===== config.mk =====
export PLATFORM = sky130hd
export DESIGN_NAME = freq_acc_mon
export DESIGN_NICKNAME = d
export VERILOG_FILES = /design/src/rtl/fam_pkg.sv /design/src/rtl/fam_gate_timer.sv /design/src/rtl/fam_edge_counter.sv /design/src/rtl/fam_hyst_cmp.sv /design/src/rtl/freq_acc_mon.sv
export SDC_FILE = /design/constraint.sdc
export NUM_CORES = 1
export LEC_CHECK = 0
export ABC_AREA = 1
export BUFFER_PORTS_ARGS = -buffer_cell sky130_fd_sc_hd__buf_2
export CORE_ASPECT_RATIO = 1.5
export CORE_MARGIN = 10
export CORE_UTILIZATION = 40
export CTS_CLUSTER_DIAMETER = 200
export DETAILED_ROUTE_END_ITERATION = 7
export GPL_TIMING_DRIVEN = 0
export PLACE_DENSITY = 0.7
export RECOVER_POWER = 100
export SETUP_SLACK_MARGIN = 0.1
export SLEW_MARGIN = 20
export SYNTH_ARGS = -nofsm -noshare
export SYNTH_HDL_FRONTEND = slang
export SYNTH_SLANG_ARGS = --single-unit
export TNS_END_PERCENT = 5

===== constraint.sdc =====
create_clock -name clk -period 6.6 [get_ports clk]
set_clock_uncertainty 0.1 [all_clocks]
set_input_delay 1.32 -clock clk [delete_from_list [all_inputs] [get_ports clk]]
set_output_delay 1.32 -clock clk [all_outputs]
set_load 0.01 [all_outputs]

===== src/rtl/fam_pkg.sv =====
package fam_pkg;

   // Decision taken by the hysteresis compare at a gate boundary
   typedef enum logic [1:0] {
      VERD_HOLD = 2'd0,
      VERD_SET  = 2'd1,
      VERD_CLR  = 2'd2
   } fam_verdict_e;

endpackage


===== src/rtl/fam_gate_timer.sv =====
module fam_gate_timer #(
   parameter int GATE_W = 32
) (
   input  logic              clk,
   input  logic              rst_n,
   input  logic              restart,
   input  logic [GATE_W-1:0] gate_len,
   output logic              gate_end,
   output logic [GATE_W-1:0] gate_pos
);

   localparam logic [GATE_W-1:0] ONE = GATE_W'(1);

   logic [GATE_W-1:0] pos_q;
   logic [GATE_W-1:0] last_pos;
   logic              at_last;

   assign last_pos = gate_len - ONE;
   assign at_last  = (pos_q >= last_pos);
   // An abort in the last cycle wins: that gate is discarded
   assign gate_end = at_last & ~restart;
   assign gate_pos = pos_q;

   always_ff @(posedge clk) begin
      if (!rst_n) begin
         pos_q <= '0;
      end else if (restart || at_last) begin
         pos_q <= '0;
      end else begin
         pos_q <= pos_q + ONE;
      end
   end

endmodule


===== src/rtl/fam_edge_counter.sv =====
module fam_edge_counter #(
   parameter int CNT_W    = 32,
   parameter bit SATURATE = 1'b1
) (
   input  logic             clk,
   input  logic             rst_n,
   input  logic             restart,
   input  logic             gate_end,
   input  logic             ref_edge,
   output logic [CNT_W-1:0] acc,
   output logic [CNT_W-1:0] final_cnt,
   output logic [CNT_W-1:0] meas_q
);

   localparam logic [CNT_W-1:0] CNT_MAX = {CNT_W{1'b1}};
   localparam logic [CNT_W-1:0] CNT_ONE = CNT_W'(1);

   logic [CNT_W-1:0] acc_q;
   logic [CNT_W-1:0] meas_r;
   logic [CNT_W-1:0] acc_inc;

   generate
      if (SATURATE) begin : g_sat
         assign acc_inc = (acc_q == CNT_MAX) ? acc_q : acc_q + CNT_ONE;
      end else begin : g_wrap
         assign acc_inc = acc_q + CNT_ONE;
      end
   endgenerate

   // Count including this cycle's strobe
   assign final_cnt = ref_edge ? acc_inc : acc_q;

   always_ff @(posedge clk) begin
      if (!rst_n) begin
         acc_q  <= '0;
         meas_r <= '0;
      end else if (restart) begin
         acc_q  <= '0;
      end else if (gate_end) begin
         acc_q  <= '0;
         meas_r <= final_cnt;
      end else begin
         acc_q  <= final_cnt;
      end
   end

   assign acc    = acc_q;
   assign meas_q = meas_r;

endmodule


===== src/rtl/fam_hyst_cmp.sv =====
module fam_hyst_cmp
   import fam_pkg::*;
#(
   parameter int CNT_W = 32
) (
   input  logic             clk,
   input  logic             rst_n,
   input  logic             gate_end,
   input  logic [CNT_W-1:0] final_cnt,
   input  logic [CNT_W-1:0] exp_count,
   input  logic [CNT_W-1:0] accept_lim,
   input  logic [CNT_W-1:0] reject_lim,
   output logic             fail
);

   logic [CNT_W-1:0] err_mag;
   fam_verdict_e     verdict;
   logic             fail_q;

   assign err_mag = (final_cnt >= exp_count) ? (final_cnt - exp_count)
                                             : (exp_count - final_cnt);

   always_comb begin
      if (err_mag > reject_lim) begin
         verdict = VERD_SET;
      end else if (err_mag <= accept_lim) begin
         verdict = VERD_CLR;
      end else begin
         verdict = VERD_HOLD;
      end
   end

   always_ff @(posedge clk) begin
      if (!rst_n) begin
         fail_q <= 1'b1;
      end else if (gate_end) begin
         case (verdict)
            VERD_SET: fail_q <= 1'b1;
            VERD_CLR: fail_q <= 1'b0;
            default:  fail_q <= fail_q;
         endcase
      end
   end

   assign fail = fail_q;

endmodule


===== src/rtl/freq_acc_mon.sv =====
module freq_acc_mon #(
   parameter int GATE_W   = 32,
   parameter int CNT_W    = 32,
   parameter bit SATURATE = 1'b1
) (
   input  logic              clk,
   input  logic              rst_n,
   input  logic              ref_edge,
   input  logic              scm_fail,
   input  logic              cfm_fail,
   input  logic [GATE_W-1:0] gate_len,
   input  logic [CNT_W-1:0]  exp_count,
   input  logic [CNT_W-1:0]  accept_lim,
   input  logic [CNT_W-1:0]  reject_lim,
   output logic              pfm_fail,
   output logic [CNT_W-1:0]  meas_count
);

   generate
      if (GATE_W < 2 || GATE_W > 64) begin : g_bad_gate_w
         $error("freq_acc_mon: GATE_W must lie in 2..64");
      end
      if (CNT_W < 2 || CNT_W > 64) begin : g_bad_cnt_w
         $error("freq_acc_mon: CNT_W must lie in 2..64");
      end
   endgenerate

   logic              gate_restart;
   logic              gate_end;
   logic [GATE_W-1:0] gate_pos;
   logic [CNT_W-1:0]  edge_acc;
   logic [CNT_W-1:0]  edge_final;

   assign gate_restart = scm_fail | cfm_fail;

   fam_gate_timer #(.GATE_W(GATE_W)) u_timer (
      .clk      (clk),
      .rst_n    (rst_n),
      .restart  (gate_restart),
      .gate_len (gate_len),
      .gate_end (gate_end),
      .gate_pos (gate_pos)
   );

   fam_edge_counter #(.CNT_W(CNT_W), .SATURATE(SATURATE)) u_count (
      .clk       (clk),
      .rst_n     (rst_n),
      .restart   (gate_restart),
      .gate_end  (gate_end),
      .ref_edge  (ref_edge),
      .acc       (edge_acc),
      .final_cnt (edge_final),
      .meas_q    (meas_count)
   );

   fam_hyst_cmp #(.CNT_W(CNT_W)) u_cmp (
      .clk        (clk),
      .rst_n      (rst_n),
      .gate_end   (gate_end),
      .final_cnt  (edge_final),
      .exp_count  (exp_count),
      .accept_lim (accept_lim),
      .reject_lim (reject_lim),
      .fail       (pfm_fail)
   );

endmodule


==> impl_metrics.yaml <==
final_layout:
  fin_area_um2: 14090
  diodes: 0
  multi_input_area_um2: 9164
  stdcell_count: 2672
  final_nets: 2560
  drive_above_1_share_pct: 11.16
  final_cell_mix: "588 x nand2_1, 313 x inv_1, 249 x nor2_1"
  final_util_pct: 45.54
  seqCellArea_um2: 1942
  final_common_cell: "nand2_1"
  syn_to_final_growth_pct: 12.39
  fill_cells: 3368
clocking:
  clkSlewWorstSetupHoldPaths_ns: 0.07
  cts_resized: 1
  cts_buffer_depth: 2
  numCtsBuffers: 9
  clock_latency_ns: 0.37
  clockRootBuffer: "clkbuf_16"
  post-cts-setup-buffer-count: 0
  cts_tree: "built"
  cts_max_level: 3
  cts_hold_buffers: 0
  cts_sinks: 97
die:
  row_count: 79
  die_h_um: 236.8
  start_util_pct: 40.52
  dieArea_um2: 38970
  die_w_um: 164.5
  io_pins: 166
  core_um2: 30940
global_route:
  grt_antenna_before_repair: 0
  busiest_layer: "met2"
  grt_max_degree: 17
  grt_first_pass_wirelength_mm: 66.70
  grt_pass1_vias: 13780
  use_met1_pct: 19.81
  grtUsageTotal_pct: 21.25
  met3_usage_pct: 2.970
  grt_use_met2_pct: 40.94
  gr-total-overflow: 0
synth:
  synth_area_leaders: "nand2_1 18%, ha_1 16%, dfxtp_1 15%, inv_1 9.3%, nor2_1 7.4%"
  synth_top_area_share_pct: 17.61
  yosys_warnings: 0
  ys_seq_elements: 97
  synth.distinct_cells: 43
  netlist_area_um2: 12540
  synth_fp_nets: 2386
  yosysTopAreaCell: "nand2_1"
  syn_avg_cell_area_um2: 6.001
  syn-instance-count: 2089
  ys_seq_area_share_pct: 15.49
critical_path:
  required_ns: 6.76
  path_max_fanout: 10
  crit_path_frequent_cell: "nand2_1"
  reg2reg_slack_ns: 0.41
  critPathSlowestCell: "dfxtp_1"
  cp-start-kind: "register"
  max_stage_delay_ns: 0.49
  crit_arrival_ns: 6.35
  endpoint_kind: "register"
  worstSetupPathType: "register to register"
drt:
  drt-initial-drc-count: 695
  ant_nets: 0
  routedWlPerCell_um: 15.82
  vias: 13540
  drt-pass1-iter-count: 5
  detail_route.vias_per_cell: 5.068
  wirelength_mm: 42.27
  drc: 0
power_and_ir_drop:
  clockPowerShare_pct: 25.8
  p_comb_share_pct: 45.0
  p_leak_uw: 0.007290
  peakVddDrop_mv: 0.1067
  p_per_area_nw_per_um2: 144.0
  total_power_uw: 2029
  power_switching_uw: 846.6
  seqPwrFrac_pct: 29.3
  swShare_pct: 41.73
  p_int_uw: 1182
placement:
  dp.cells: 2657
  placed_area_um2: 13860
  gp_congestion: 1.037
  port_buffers: 163
  place_hpwl_mm: 36.92
timing:
  slew_viol_final: 0
  worst_slew_pin_slew_ns: 0.7151
  fmax_mhz: 161.6
  rsz0062_at_grt: "false"
  hold_viol: 0
  setup_viol: 0
  post-route-min-period_ns: 6.187
  period_share_pct: 93.74
  maxSlewHeadroom_pct: 52.32
  fin_setup_tns_ns: 0
worst_hold_path:
  hp-class: "register to register"
job:
  maxCapViolCount: 0
outcome:
  status: "completed"
-- power groups by stage --
stage                     combinational (uW)  sequential [uW]  clock [uW]
final                                    912              594         523
after global routing                    1050              594         550
after CTS                                907              593         537
after detailed placement                 903              607           0
after global placement                   879              607           0
after floorplan                          636              606           0
-- final cells by class --
class / count / area share (%)
repair buffers: 163 / 5.488
clock buffers: 10 / 1.696
clock inverters: 5 / 0.2931
inverters: 325 / 8.659
well taps: 405 / 3.597
multi-input cells: 1628 / 65.04
plain buffers: 39 / 1.439
flip-flops and latches: 97 / 13.78
-- final timing paths --
kind / from / depth (start not counted) / end
hold reg to reg: u_count.meas_q[8] / 2 / u_count.meas_q[8]
hold / removal: u_count.meas_q[8] / 2 / u_count.meas_q[8]
setup / recovery: u_count.acc[0] / 32 / u_cmp.fail
setup reg to reg: u_count.acc[0] / 32 / u_cmp.fail
-- critical path: cells and delay by family, from the launching register on --
family / cells / cell delay, ns
simple gates: 23 / 3.68
fa+ha+maj: 2 / 0.67
buf+inv: 4 / 0.65
flops: 1 / 0.49
compound gates: 2 / 0.27
xor+xnor: 1 / 0.19
-- state kept, by name (all words and copies together) (netlist names) --
signal	count
u_count.acc	32
u_count.meas_q	32
u_timer.gate_pos	32
u_cmp.fail	1
-- Yosys cell counts, drive strengths merged --
| library cell | instances |
|---|---|
| o21bai | 7 |
| nor2 | 263 |
| nand3 | 128 |
| a21o | 7 |
| nand3b | 2 |
| nand4 | 35 |
| clkbuf | 12 |
| and3 | 2 |
| inv | 325 |
| o21ai | 84 |
| or2 | 11 |
| buf | 27 |
| nor4 | 7 |
| nor3 | 30 |
| fa | 2 |
| o21a | 11 |
| dfxtp | 97 |
| and3b | 1 |
| a21oi | 163 |
| xnor2 | 33 |
| nor3b | 1 |
| or4 | 1 |
| o211ai | 4 |
| xor2 | 73 |
| nand2 | 601 |
| ha | 162 |
-- stage by stage --
| stage | setup WS [ns] | hold slack, ns |
|---|---|---|
| after floorplan | 1.554 | 0.3297 |
| after global placement | -0.2168 | 0.3463 |
| after detailed placement | -0.3042 | 0.3587 |
| after CTS | 0.2050 | 0.3697 |
| after global routing | 0.08256 | 0.4012 |
| final | 0.4135 | 0.3679 |
-- routing by layer --
layer | part of all wire, % | wire, um | vias up
met5 | 0 | 0 | -
met4 | 7.4 | 3111 | 0
met3 | 4.7 | 1997 | 142
met2 | 53 | 22300 | 384
met1 | 35 | 14860 | 6045
li1 | - | - | 6970
-- cells by family after synthesis --
group                      Yosys count  share of synthesized area, %
xor gates and xnor gates           106                         7.466
buffers and inverters              364                         11.40
AOI/OAI and AO/OA                  276                         12.12
adders and majority gates          164                         16.49
and+or+nand+nor                   1082                         37.04
DFF                                 97                         15.49
(Power assumes the default switching activity.)
